File: src/rtl/dt_pkg.sv
package dt_pkg;

    localparam int NUM_PAIRS = 3;
    localparam int NUM_CH    = 2 * NUM_PAIRS;
    localparam int CNT_W     = 9;
    localparam int DATA_W    = 8;
    localparam int ADDR_W    = 2;

    localparam logic [ADDR_W-1:0] A_GUARD = 2'd0;
    localparam logic [ADDR_W-1:0] A_ENBL  = 2'd1;
    localparam logic [ADDR_W-1:0] A_COUNT = 2'd2;

    localparam logic [DATA_W-1:0] KEY_FIRST  = 8'hAA;
    localparam logic [DATA_W-1:0] KEY_SECOND = 8'h55;

    localparam int HI_BIT_POS = 4;

    typedef enum logic [1:0] {
        GUARD_IDLE,
        GUARD_ARMED,
        GUARD_OPEN
    } guard_state_t;

    typedef struct packed {
        logic [NUM_PAIRS-1:0] pair_en;
        logic [CNT_W-1:0]     dead_cnt;
    } dt_cfg_t;

    function automatic logic [DATA_W-1:0] pack_enable(input dt_cfg_t cfg);
        logic [DATA_W-1:0] v;
        v = '0;
        v[NUM_PAIRS-1:0] = cfg.pair_en;
        v[HI_BIT_POS]    = cfg.dead_cnt[CNT_W-1];
        return v;
    endfunction

endpackage

File: src/rtl/dt_regfile.sv
module dt_regfile
    import dt_pkg::*;
#(
    parameter int WIN_CYC = 4,
    localparam int TMR_W = $clog2(WIN_CYC + 1)
) (
    input  logic              clk,
    input  logic              rst,
    input  logic              wr_en,
    input  logic [ADDR_W-1:0] addr,
    input  logic [DATA_W-1:0] wdata,
    output logic [DATA_W-1:0] rdata,
    output dt_cfg_t           cfg
);

    guard_state_t     gstate;
    logic [TMR_W-1:0] win_tmr;
    dt_cfg_t          cfg_q;
    logic             window_open;

    assign window_open = (gstate == GUARD_OPEN) && (win_tmr != '0);

    always_ff @(posedge clk) begin
        if (rst) begin
            gstate  <= GUARD_IDLE;
            win_tmr <= '0;
            cfg_q   <= '0;
        end else if (wr_en) begin
            if (addr == A_ENBL && window_open) begin
                cfg_q.pair_en            <= wdata[NUM_PAIRS-1:0];
                cfg_q.dead_cnt[CNT_W-1]  <= wdata[HI_BIT_POS];
            end
            if (addr == A_COUNT) begin
                cfg_q.dead_cnt[CNT_W-2:0] <= wdata;
            end
            if (addr == A_GUARD && wdata == KEY_FIRST) begin
                gstate  <= GUARD_ARMED;
                win_tmr <= '0;
            end else if (addr == A_GUARD && wdata == KEY_SECOND
                         && gstate == GUARD_ARMED) begin
                gstate  <= GUARD_OPEN;
                win_tmr <= TMR_W'(WIN_CYC);
            end else begin
                gstate  <= GUARD_IDLE;
                win_tmr <= '0;
            end
        end else if (gstate == GUARD_OPEN) begin
            if (win_tmr <= TMR_W'(1)) begin
                gstate  <= GUARD_IDLE;
                win_tmr <= '0;
            end else begin
                win_tmr <= win_tmr - 1'b1;
            end
        end
    end

    always_comb begin
        case (addr)
            A_ENBL:  rdata = pack_enable(cfg_q);
            A_COUNT: rdata = cfg_q.dead_cnt[CNT_W-2:0];
            default: rdata = '0;
        endcase
    end

    assign cfg = cfg_q;

endmodule

File: src/rtl/dt_edge_delay.sv
module dt_edge_delay
    import dt_pkg::*;
#(
    parameter int CW = CNT_W
) (
    input  logic          clk,
    input  logic          rst,
    input  logic          active,
    input  logic [CW-1:0] load_val,
    input  logic          din,
    output logic          dout
);

    logic          din_q;
    logic [CW-1:0] remain;
    logic          rise;
    logic          hold_low;

    assign rise     = din && !din_q;
    assign hold_low = active && (rise ? (load_val != '0) : (remain != '0));
    assign dout     = din && !hold_low;

    always_ff @(posedge clk) begin
        if (rst) begin
            din_q  <= 1'b0;
            remain <= '0;
        end else begin
            din_q <= din;
            if (!active || !din) begin
                remain <= '0;
            end else if (rise) begin
                remain <= (load_val == '0) ? '0 : load_val - 1'b1;
            end else if (remain != '0) begin
                remain <= remain - 1'b1;
            end
        end
    end

endmodule

File: src/rtl/dt_pair.sv
module dt_pair
    import dt_pkg::*;
(
    input  logic             clk,
    input  logic             rst,
    input  logic             enable,
    input  logic             comp,
    input  logic [CNT_W-1:0] dead_cnt,
    input  logic [1:0]       pin,
    output logic [1:0]       pout
);

    logic active;
    assign active = enable && comp;

    for (genvar s = 0; s < 2; s++) begin : g_side
        dt_edge_delay #(.CW(CNT_W)) u_side (
            .clk      (clk),
            .rst      (rst),
            .active   (active),
            .load_val (dead_cnt),
            .din      (pin[s]),
            .dout     (pout[s])
        );
    end

endmodule

File: src/rtl/dt_insert_top.sv
module dt_insert_top
    import dt_pkg::*;
#(
    parameter int WIN_CYC = 4
) (
    input  logic              clk,
    input  logic              rst,
    input  logic              wr_en,
    input  logic [ADDR_W-1:0] addr,
    input  logic [DATA_W-1:0] wdata,
    output logic [DATA_W-1:0] rdata,
    input  logic [NUM_PAIRS-1:0] comp_mode,
    input  logic [NUM_CH-1:0]    pwm_in,
    output logic [NUM_CH-1:0]    pwm_out
);

    dt_cfg_t              cfg;
    logic [NUM_PAIRS-1:0] pair_en;
    logic [CNT_W-1:0]     dead_cnt;

    dt_regfile #(.WIN_CYC(WIN_CYC)) u_regs (
        .clk   (clk),
        .rst   (rst),
        .wr_en (wr_en),
        .addr  (addr),
        .wdata (wdata),
        .rdata (rdata),
        .cfg   (cfg)
    );

    assign pair_en  = cfg.pair_en;
    assign dead_cnt = cfg.dead_cnt;

    for (genvar p = 0; p < NUM_PAIRS; p++) begin : g_pair
        dt_pair u_pair (
            .clk      (clk),
            .rst      (rst),
            .enable   (pair_en[p]),
            .comp     (comp_mode[p]),
            .dead_cnt (dead_cnt),
            .pin      (pwm_in[2*p+1:2*p]),
            .pout     (pwm_out[2*p+1:2*p])
        );
    end

endmodule

File: config.mk
export PLATFORM = sky130hd
export DESIGN_NAME = dt_insert_top
export DESIGN_NICKNAME = d
export VERILOG_FILES = /design/src/rtl/dt_pkg.sv /design/src/rtl/dt_regfile.sv /design/src/rtl/dt_edge_delay.sv /design/src/rtl/dt_pair.sv /design/src/rtl/dt_insert_top.sv
export SDC_FILE = /design/constraint.sdc
export NUM_CORES = 1
export LEC_CHECK = 0
export ABC_AREA = 1
export CAP_MARGIN = 20
export CORE_UTILIZATION = 45
export DETAILED_ROUTE_END_ITERATION = 10
export PLACE_DENSITY = 0.67
export SLEW_MARGIN = 20
export SYNTH_ARGS = -nofsm -noshare
export SYNTH_HDL_FRONTEND = slang
export SYNTH_SLANG_ARGS = --single-unit
File: constraint.sdc
create_clock -name clk -period 2.1 [get_ports clk]
set_input_delay 0.525 -clock clk [delete_from_list [all_inputs] [get_ports clk]]
set_output_delay 0.525 -clock clk [all_outputs]
set_load 0.01 [all_outputs]
==> metrics.md <==
| Metric | Value |
|---|---|
| Routed WL | `between 10000 and 15000 um` |
| Share of layout cells above drive strength 1 | `20.9%` |
| Initial core utilization | `47.1%` |
| Yosys warnings | `0` |
| Data arrival time of the worst path | `1610 ps` |
| Final worst setup slack | `-35.0 ps` |
| Synth Area in Compound Gates | `between 10% and 20%` |
| Met3 Resource Use GR | `under 10%` |
| Synth Area in Simple Gates | `between 30% and 40%` |
| Clock Tree Root | `clkbuf_8` |
| IO buf count | `35` |
| Slew margin rel. | `a little over two thirds` |
| CTS Buf Count | `9` |
| DP HPWL | `around 9200 um` |
| Type of the most critical hold path | `reg -> reg` |
| Clk sinks | `between 70 and 80` |
| Global route hottest layer | `met2` |
| Critical-path top delay cell | `clkdlybuf4s50_1` |
| Final hold vios | `0` |
| Die X | `104 um` |
| CP top delay family | `buffers and inverters` |
| Vias in the first global route | `4932` |
| Failing checks | `setup timing` |
| Fmax | `roughly 470 MHz` |
| Pre-antenna DRT Iters | `7` |
| Cell area power density | `550 nW/um^2` |
| M2 GR Usage | `between 40% and 50%` |
| Die area | `10800 um^2` |
| Row count | `36` |
| Final #Nets | `between 900 and 1000` |
| GRT Resource Usage Total | `about a quarter` |
| Synth Register Bits | `77` |
| Worst-case clock buffer depth | `2` |
| Post-synth cell types | `31` |
| Max_cap viols | `0` |
| CTS tree | `done` |
| Buffer and inverter count on the worst path | `5` |
| Unrepaired setup endpoints after global routing | `yes` |
| Peak VDD IR | `between 0.3 and 0.4 mV` |
| Reg2reg end | `g_pair[2].u_pair.g_side[0].u_side.remain[6]` |
| Synth area leader | `dfxtp_1` |
| Vias/cell | `between 5 and 6` |
| Crit. End Element | `output pin` |
| Crit path kind | `in -> out` |
| CP most frequent cell | `inv_1` |
| Sequential area share after synthesis | `32.9%` |
| First-pass GRT wire length | `~22000 um` |
| Antenna-violating nets left | `0` |
| DRC | `0` |
| Syn_nets | `a little under 800` |
| Leak | `~0.0031 uW` |
| Most common cell in the synthesized netlist | `nand2_1` |
| Placeable Area | `approximately 10000 um^2` |
| Layout area overhead | `29.8%` |
| H-tree levels | `3` |
| Ports | `36` |
| Largest net degree at the start of global routing | `39` |
| Top cells by count, synth | `nand2_1, inv_1, nor2_1` |
| Slew Viols, Final | `0` |
| Remaining global-route overflow | `0` |
| CTS Hold Buffers Added | `0` |
| Sum Neg Setup Slack | `-147 ps` |
| XOR/XNOR Fraction of Synth Area | `just over 2%` |
| CP Data Required Time | `~1600 ps` |
| Cell Chain, Critical Path | `clkdlybuf4s50_1 > inv_1 > nor2_2 > inv_1 > nand3_2 > nand3_2 > nand2_1 > inv_1 > buf_2` |
| Worst r2r src | `g_pair[2].u_pair.g_side[0].u_side.remain[1]` |
| Cell area after synthesis | `about 4700 um^2` |
| Routed wire per std cell | `~13 um` |
| Met1 Use GR | `~29%` |
| FF-to-FF setup slack | `~170 ps` |
| Multiplexer share of the synthesized area | `0%` |
| Synthesized area per cell | `between 6 and 7 um^2` |
| Via Count | `a little over 5000` |
| Post-synth EDFFs | `0` |
| Crit path time final | `between 2000 and 2500 ps` |
| Main combinational cell family by area after synthesis | `simple AND/OR/NAND/NOR gates` |
| Initial antenna violation count | `0` |
| Worst-Margin Slew | `440 ps` |
| Synth Area in Adders | `~3.5%` |
| Routability cong. | `between 0.9 and 1` |
| Final setup vio count | `6` |
| Cell count of the worst reg-to-reg path | `17` |
| Top cell type's share of synthesized area | `32.9%` |
| Diodes inserted | `0` |
| Crit-path max FO | `3` |
| Worst setup endpoint | `pwm_out[4]` |
| Syn Inst Count | `between 700 and 800` |
| Clock slew at the register clock pins of the worst setup and hold paths | `80 ps` |
| Setup crit start | `pwm_in[4]` |
| Slowest stage delay, CP | `around 470 ps` |
| Period utilisation layout | `102%` |
| Worst-Skew Late Latency | `about 360 ps` |
| Status | `finished, violations left` |
| Area contributors post-synth | `dfxtp_1, nand2_1, inv_1` |
| Die H | `104 um` |
| Async set-or-reset flop fraction in the synthesized netlist | `0%` |
| Stages on the worst setup path | `9` |
| Critical Path Start Type | `input pin` |
| Main synth FF type | `dfxtp_1` |
| First DRT Iteration DRCs | `~280` |
| Finished Core Util | `between 60% and 70%` |
| Worst Skew | `about 13 ps` |
[cell type report]
class / count / area [um^2]
clock buffers: 9 / 124
clock inverters: 5 / 77.6
fillers: 939 / 3870
inverters: 123 / 475
multi-input cells: 528 / 2700
flip-flops and latches: 77 / 1550
well taps: 133 / 166
repair buffers: 129 / 1000
[timing repair]
item	CTS	global route
pin swaps	13	10
setup endpoints to repair	14	13
resized for setup	88	19
setup buffers	12	6
hold endpoints to repair	0	0
[report_power, final]
group	internal [uW]	switching [uW]	total, uW
combinational	255	402	658
clock	652	555	1210
sequential	1470	9.02	1480
[how the worst min path moves through the flow]
stage                                                      startpoint                                          end  slack [ps]  cells after the start
after global placement    g_pair[0].u_pair.g_side[1].u_side.remain[0]  g_pair[0].u_pair.g_side[1].u_side.remain[0]         450                      2
final                     g_pair[0].u_pair.g_side[0].u_side.remain[8]  g_pair[0].u_pair.g_side[0].u_side.remain[8]         470                      2
after floorplan           g_pair[0].u_pair.g_side[1].u_side.remain[0]  g_pair[0].u_pair.g_side[1].u_side.remain[0]         430                      2
after detailed placement  g_pair[0].u_pair.g_side[0].u_side.remain[8]  g_pair[0].u_pair.g_side[0].u_side.remain[8]         460                      2
after global routing      g_pair[0].u_pair.g_side[1].u_side.remain[0]  g_pair[0].u_pair.g_side[1].u_side.remain[0]         490                      2
after CTS                 g_pair[0].u_pair.g_side[0].u_side.remain[8]  g_pair[0].u_pair.g_side[0].u_side.remain[8]         470                      2
[cell usage in the layout (no fill, tap or decap), types with 2 or more instances in the layout]
cell	count
xor2_1	6
inv_1	111
ha_4	3
o21bai_1	3
dfxtp_2	3
clkdlybuf4s50_1	14
buf_2	8
clkbuf_2	2
nand2_1	171
dfxtp_1	74
buf_4	93
nand3b_1	3
bufinv_16	2
dlygate4sd2_1	9
nor4_1	2
nor3_2	3
or2_2	6
nor3_1	9
nand2_2	5
nand3_2	11
clkinv_2	3
clkbuf_8	9
inv_2	10
ha_1	9
nor2_2	6
nor2_1	94
nor2_4	7
xnor2_1	5
a21oi_1	57
nand3_1	66
o21ai_0	41
nand2_4	5
nand4_1	13
[state kept, by name (all words and copies together) (netlist names)]
| register | flops |
|---|---|
| g_pair.u_pair.g_side.u_side.din_q | 6 |
| u_regs.cfg | 12 |
| u_regs.win_tmr | 3 |
| u_regs.gstate | 2 |
| g_pair.u_pair.g_side.u_side.remain | 54 |
[metal layers]
layer / up-vias / wire [um]
met1: 2323 / 5580
met4: 0 / 347
li1: 2598 / -
met3: 31 / 633
met2: 127 / 6310
met5: - / 0
[stage by stage]
step / power [uW] / setup WS [ps] / hold slack [ps] / cell area (um^2) / std cells
after global placement: 2110 / -542 / 446 / 5650 / 974
after global routing: 3500 / -137 / 489 / 6080 / 1004
after CTS: 3340 / -92.7 / 474 / 6000 / 1000
final: 3350 / -35.0 / 471 / 6080 / 1004
after floorplan: 1890 / 42.3 / 426 / 4690 / 750
after detailed placement: 2120 / -592 / 460 / 5650 / 974
[tightest hold or removal path: stages (launching register included)]
cell	delay [ps]
dfxtp_1	320
nand2_1	60
a21oi_1	60
[logic make-up after synthesis]
| kind of cell | Yosys count |
|---|---|
| and+or+nand+nor | 401 |
| DFF | 77 |
| adders and majority gates | 13 |
| buffers and inverters | 145 |
| xor gates and xnor gates | 11 |
| AOI/OAI and AO/OA | 103 |
No activity file was read; power rests on OpenSTA's default activity.
